[src/rtl/pq_pkg.sv]
package pq_pkg;
    typedef struct packed {
        logic p;
        logic q;
    } pq_state_t;

    localparam pq_state_t PQ_RESET = '{p: 1'b0, q: 1'b0};
endpackage

[src/rtl/pq_next_state.sv]
module pq_next_state
    import pq_pkg::*;
(
    input  pq_state_t cur,
    input  logic      slow_clk,
    input  logic      data_in,
    output pq_state_t nxt
);
    logic stable;

    always_comb begin
        stable = (cur.p == cur.q);
        nxt    = cur;
        if (stable) begin
            if (slow_clk) begin
                nxt.p = ~data_in;
                nxt.q = data_in;
            end
        end else begin
            if (!slow_clk) begin
                nxt.p = cur.q;
                nxt.q = cur.q;
            end
        end
    end
endmodule

[src/rtl/pq_edge_register.sv]
module pq_edge_register
    import pq_pkg::*;
(
    input  logic clk,
    input  logic rst,
    input  logic slow_clk,
    input  logic data_in,
    output logic q_out,
    output logic p_out,
    output logic q_changed
);
    typedef struct packed {
        pq_state_t st;
        logic      chg;
    } regs_t;

    regs_t     r_q;
    regs_t     r_d;
    pq_state_t step_d;

    pq_next_state u_ns (
        .cur      (r_q.st),
        .slow_clk (slow_clk),
        .data_in  (data_in),
        .nxt      (step_d)
    );

    always_comb begin
        r_d.st  = step_d;
        r_d.chg = (step_d.q != r_q.st.q);
        if (rst) begin
            r_d.st  = PQ_RESET;
            r_d.chg = 1'b0;
        end
    end

    always_ff @(posedge clk) begin
        r_q <= r_d;
    end

    assign q_out     = r_q.st.q;
    assign p_out     = r_q.st.p;
    assign q_changed = r_q.chg;

    assert_reset_R1: assert property (@(posedge clk)
        rst |=> (!p_out && !q_out && !q_changed));

    assert_hold_low_R2: assert property (@(posedge clk) disable iff (rst)
        (!p_out && !q_out && !slow_clk) |=> (!p_out && !q_out));

    assert_capture_R3: assert property (@(posedge clk) disable iff (rst)
        ((p_out == q_out) && slow_clk) |=>
            (q_out == $past(data_in) && p_out == !$past(data_in)));

    assert_hold_low_R4: assert property (@(posedge clk) disable iff (rst)
        (p_out && q_out && !slow_clk) |=> (p_out && q_out));

    assert_hold_high_R5: assert property (@(posedge clk) disable iff (rst)
        ((p_out != q_out) && slow_clk) |=> ($stable(p_out) && $stable(q_out)));

    assert_settle_R6: assert property (@(posedge clk) disable iff (rst)
        ((p_out != q_out) && !slow_clk) |=>
            (p_out == $past(q_out) && q_out == $past(q_out)));

    assert_q_only_on_capture_R7: assert property (@(posedge clk) disable iff (rst)
        ((p_out != q_out) || !slow_clk) |=> $stable(q_out));

    assert_change_pulse_R8: assert property (@(posedge clk) disable iff (rst)
        !$past(rst) |-> (q_changed == (q_out != $past(q_out))));
endmodule

[config.mk]
export PLATFORM = sky130hd
export DESIGN_NAME = pq_edge_register
export DESIGN_NICKNAME = d
export VERILOG_FILES = /design/src/rtl/pq_pkg.sv /design/src/rtl/pq_next_state.sv /design/src/rtl/pq_edge_register.sv
export SDC_FILE = /design/constraint.sdc
export NUM_CORES = 1
export LEC_CHECK = 0
export BUFFER_PORTS_ARGS = -buffer_cell sky130_fd_sc_hd__buf_2
export CAP_MARGIN = 15
export CELL_PAD_IN_SITES_DETAIL_PLACEMENT = 0
export CELL_PAD_IN_SITES_GLOBAL_PLACEMENT = 1
export CORE_AREA = 2 2 39 41
export DETAILED_ROUTE_END_ITERATION = 8
export DIE_AREA = 0 0 41 43
export PLACE_DENSITY_LB_ADDON = 0.1
export SLEW_MARGIN = 20
export SYNTH_ARGS = -nofsm -noshare
export SYNTH_HDL_FRONTEND = slang
export SYNTH_HIERARCHICAL = 1
export SYNTH_SLANG_ARGS = --single-unit
export TNS_END_PERCENT = 100
[constraint.sdc]
create_clock -name clk -period 2.6 [get_ports clk]
set_clock_uncertainty 0.05 [all_clocks]
set_input_delay 0.52 -clock clk [delete_from_list [all_inputs] [get_ports clk]]
set_output_delay 0.52 -clock clk [all_outputs]
set_load 0.02 [all_outputs]
==> flow_results.org <==
** STA
- Total count of hold-check failures in the final report :: 0
- After layout, the worst setup slack is 1.20 ns.
- For the pin with the worst max-slew slack, the measured transition is 0.192 ns.
- Highest Clock Rate :: 712 MHz
- Setup repair after global routing left no endpoint under its margin.
- Setup total negative slack on the finished layout was measured at 0 ns.
- Final critical-path required period :: 1.40 ns
- In the finished design, the share of the clock period the worst path needs comes to 0.540.
- The worst pin sits at a relative slew slack of 0.872.
- Total count of max-transition violations in the final report :: 0
- Number of endpoints failing setup at the final stage :: 0

** Synthesis
- Share of the yosys chip area belonging to registers :: 0.462
- The cell area that synthesis handed to floorplanning was 130 sq um.
- Combinational family with the most area after synthesis :: simple AND/OR/NAND/NOR gates
- Post-Synth XOR/XNOR Area :: 0.0673
- Average footprint of a synthesized cell :: 8.68 sq um
- The area fraction in compound gates after synthesis came to 0.173.
- Number of register bits inferred by synthesis :: 3
- Adder-cell share of the synthesized area :: 0
- Yosys mapped the design onto 10 distinct sky130hd cell types.
- Synthesis produced a netlist with a net count of 19.
- Multiplexer share of the synthesized area :: 0.0865
- Number of instances in the synthesized netlist :: 15
- Simple-gate share of the synthesized area :: 0.183
- Synth warnings :: 6

** CTS
- Total of hold buffers inserted after clock tree synthesis :: 0
- TritonCTS built the clock tree.
- Count of H-tree levels built during CTS :: 1
- In this run, post-CTS repair resized a total of 0 instances.
- The number of setup buffers added after CTS is 0.
- Clk_lat worst skew :: 0.23 ns
- The tree built by TritonCTS fans out to 3 sinks.
- No sink is reached through more buffers than the 2 on the longest clock path.
- CTS root buf :: clkbuf_4
- After clock tree synthesis, the clock-pin slew on the worst setup and hold paths is 0.04 ns.
- Clock buffer count from CTS :: 3

** Pwr
- Power density cells :: 746 nW/um^2
- Static power due to leakage :: 0.0907 nW
- IR analysis of the VDD net gives a maximum drop of 0.291 mV.
- Overall power :: 154 uW

** Critical path
- Worst reg2reg setup slack :: 1.57 ns
- Count of cells along the worst register-to-register path :: 2
- In this run the number of cells on the critical path is 1.
- Traced cell by cell, the critical path runs through buf_2.
- Required arrival time at the worst endpoint :: 2.03 ns
- Dominant delay contributor by cell family on the critical path :: flip-flops
- Crit path max fanout :: 5
- Critical path start-end classification :: reg2out
- Type of element launching the critical path :: register
- Cell at the slowest stage of the critical path :: dfxtp_1
- In this design, the stage delay of the slowest critical-path cell is 0.41 ns.
- The worst register-to-register path begins at q_out$_SDFF_PP0_.
- STA classifies the critical path endpoint as an output pin.
- Critical register-to-register path endpoint :: p_out$_SDFF_PP0_
- Data arrival time of the critical path :: 0.83 ns
- Together, buffers and inverters on the worst path number 1.

** Worst hold path
- Worst Min Path Start :: rst
- Worst hold path endpoint :: q_out$_SDFF_PP0_
- Counting instances, the worst hold path has a depth of 2.
- The min-delay analysis places its worst path in the category in2reg.

** Global route
- Entering global routing, the biggest net connects 6 pins.
- Via count of the first global-routing pass :: 138
- Global-route wire length before repair :: 517 microns
- The initial antenna violation count is 0.
- GRT Overall Usage :: 0.0492
- Residual overflow from global routing :: 0

** Placed design
- Detail Placement HPWL :: 240 microns
- Including well taps, the total number of placed cells is 37.
- In this run the cell area measured after placement is 180 sq um.
- Placer congestion estimate :: 0.529
- Number of port buffers :: 6
- Timing analysis after detailed placement gives a worst setup slack of 1.31 ns.

** Routing
- Routed vias :: 124
- Via density per instance :: 3.02
- Dividing the detail-routed wire length by the instance count gives 7.34 microns.
- The final layout contains routed wiring with a total length of 301 microns.
- After detailed routing, the number of remaining DRC violations is 0.
- Initial DRC count :: 0
- Post-route antenna net violation count :: 0
- For this run, the detailed router's first-pass iteration total came to 1.

** Layout
- In the final layout, the share of cells above drive strength 1 is 0.440.
- After routing the design area is 206 sq um.
- The finished layout holds 41 standard cells, fillers aside.
- Compared with the post-synthesis result, the final layout area differs by 58.7%.
- Nets :: 30
- The repair_antennas step left the layout with diodes totalling 0.

** Die
- Vertical extent of the die :: 43 microns
- For this configuration, the core starts out at a cell density of 0.0940.
- Floorplan core area :: 1380 sq um
- Area enclosed by the die boundary :: 1760 sq um
- Top-Level Pins :: 7
- Horizontal die dimension :: 41 microns
- The floorplan has 14 rows.

** Status
- Status :: completed

** Flow run
- Across the run, the number of max-cap violations was 0.
## worst max-delay path by stage
stage | from | endpoint | slack (ns)
detailed placement | slow_clk | p_out$_SDFF_PP0_ | 1.31
global placement | slow_clk | p_out$_SDFF_PP0_ | 1.31
global route | q_out$_SDFF_PP0_ | q_out | 1.13
finish | q_out$_SDFF_PP0_ | q_out | 1.20
CTS | q_out$_SDFF_PP0_ | q_out | 1.18
floorplan | slow_clk | p_out$_SDFF_PP0_ | 1.46
## cell families after synthesis
family / after synthesis
simple gates: 5
compound gates: 4
flops: 3
xor+xnor: 1
mux: 1
buf+inv: 1
## cells in the final DEF (no fill, tap or decap)
master,netlist,routed
mux2_2,1,1
a21oi_1,2,2
nor2_1,2,2
inv_2,1,1
dfxtp_1,3,3
o21ai_0,1,1
clkbuf_4,0,3
clkbuf_1,0,1
xnor2_1,1,1
buf_2,0,6
a21boi_1,1,1
nand2_1,1,1
nor2b_1,2,2
## synth_stat cells
cell,n,area share
xnor2_1,1,0.067
nor2_1,2,0.058
a21oi_1,2,0.077
dfxtp_1,3,0.46
a21boi_1,1,0.058
inv_2,1,0.029
nor2b_1,2,0.096
nand2_1,1,0.029
o21ai_0,1,0.038
mux2_2,1,0.087
## power breakdown
part	switching (mW)	total, mW	internal [mW]
clock	0.0217	0.0791	0.0574
sequential	0.00266	0.0526	0.0499
combinational	0.0120	0.0224	0.0104
## final cells by class
cell class | count | area (sq um)
Sequential cell | 3 | 60.1
Tap cell | 16 | 20.0
Timing Repair Buffer | 6 | 30.0
Clock buffer | 4 | 26.3
Fill cell | 159 | 1180
Multi-Input combinational cell | 11 | 66.3
Inverter | 1 | 3.75
## per-stage QoR
stage	utilization	hold slack, ns
3_3_place_gp	0.130	0.561
4_1_cts	0.149	0.434
6_report	0.149	0.439
3_5_place_dp	0.130	0.558
5_1_grt	0.149	0.435
2_1_floorplan	-	0.542
## metal layers
layer | global-route usage | share of wire | vias up
met4 | 0.0200 | 0 | 0
met2 | 0.0563 | 0.43 | 4
met5 | 0 | 0 | -
met1 | 0.0514 | 0.46 | 51
met3 | 0.0628 | 0.10 | 0
li1 | - | - | 69
## sequential cells by signal, summed over array words and instances (netlist names)
signal and count:
p_out 1, q_changed 1, q_out 1
Note: power is estimated with default switching activity, not from simulation.
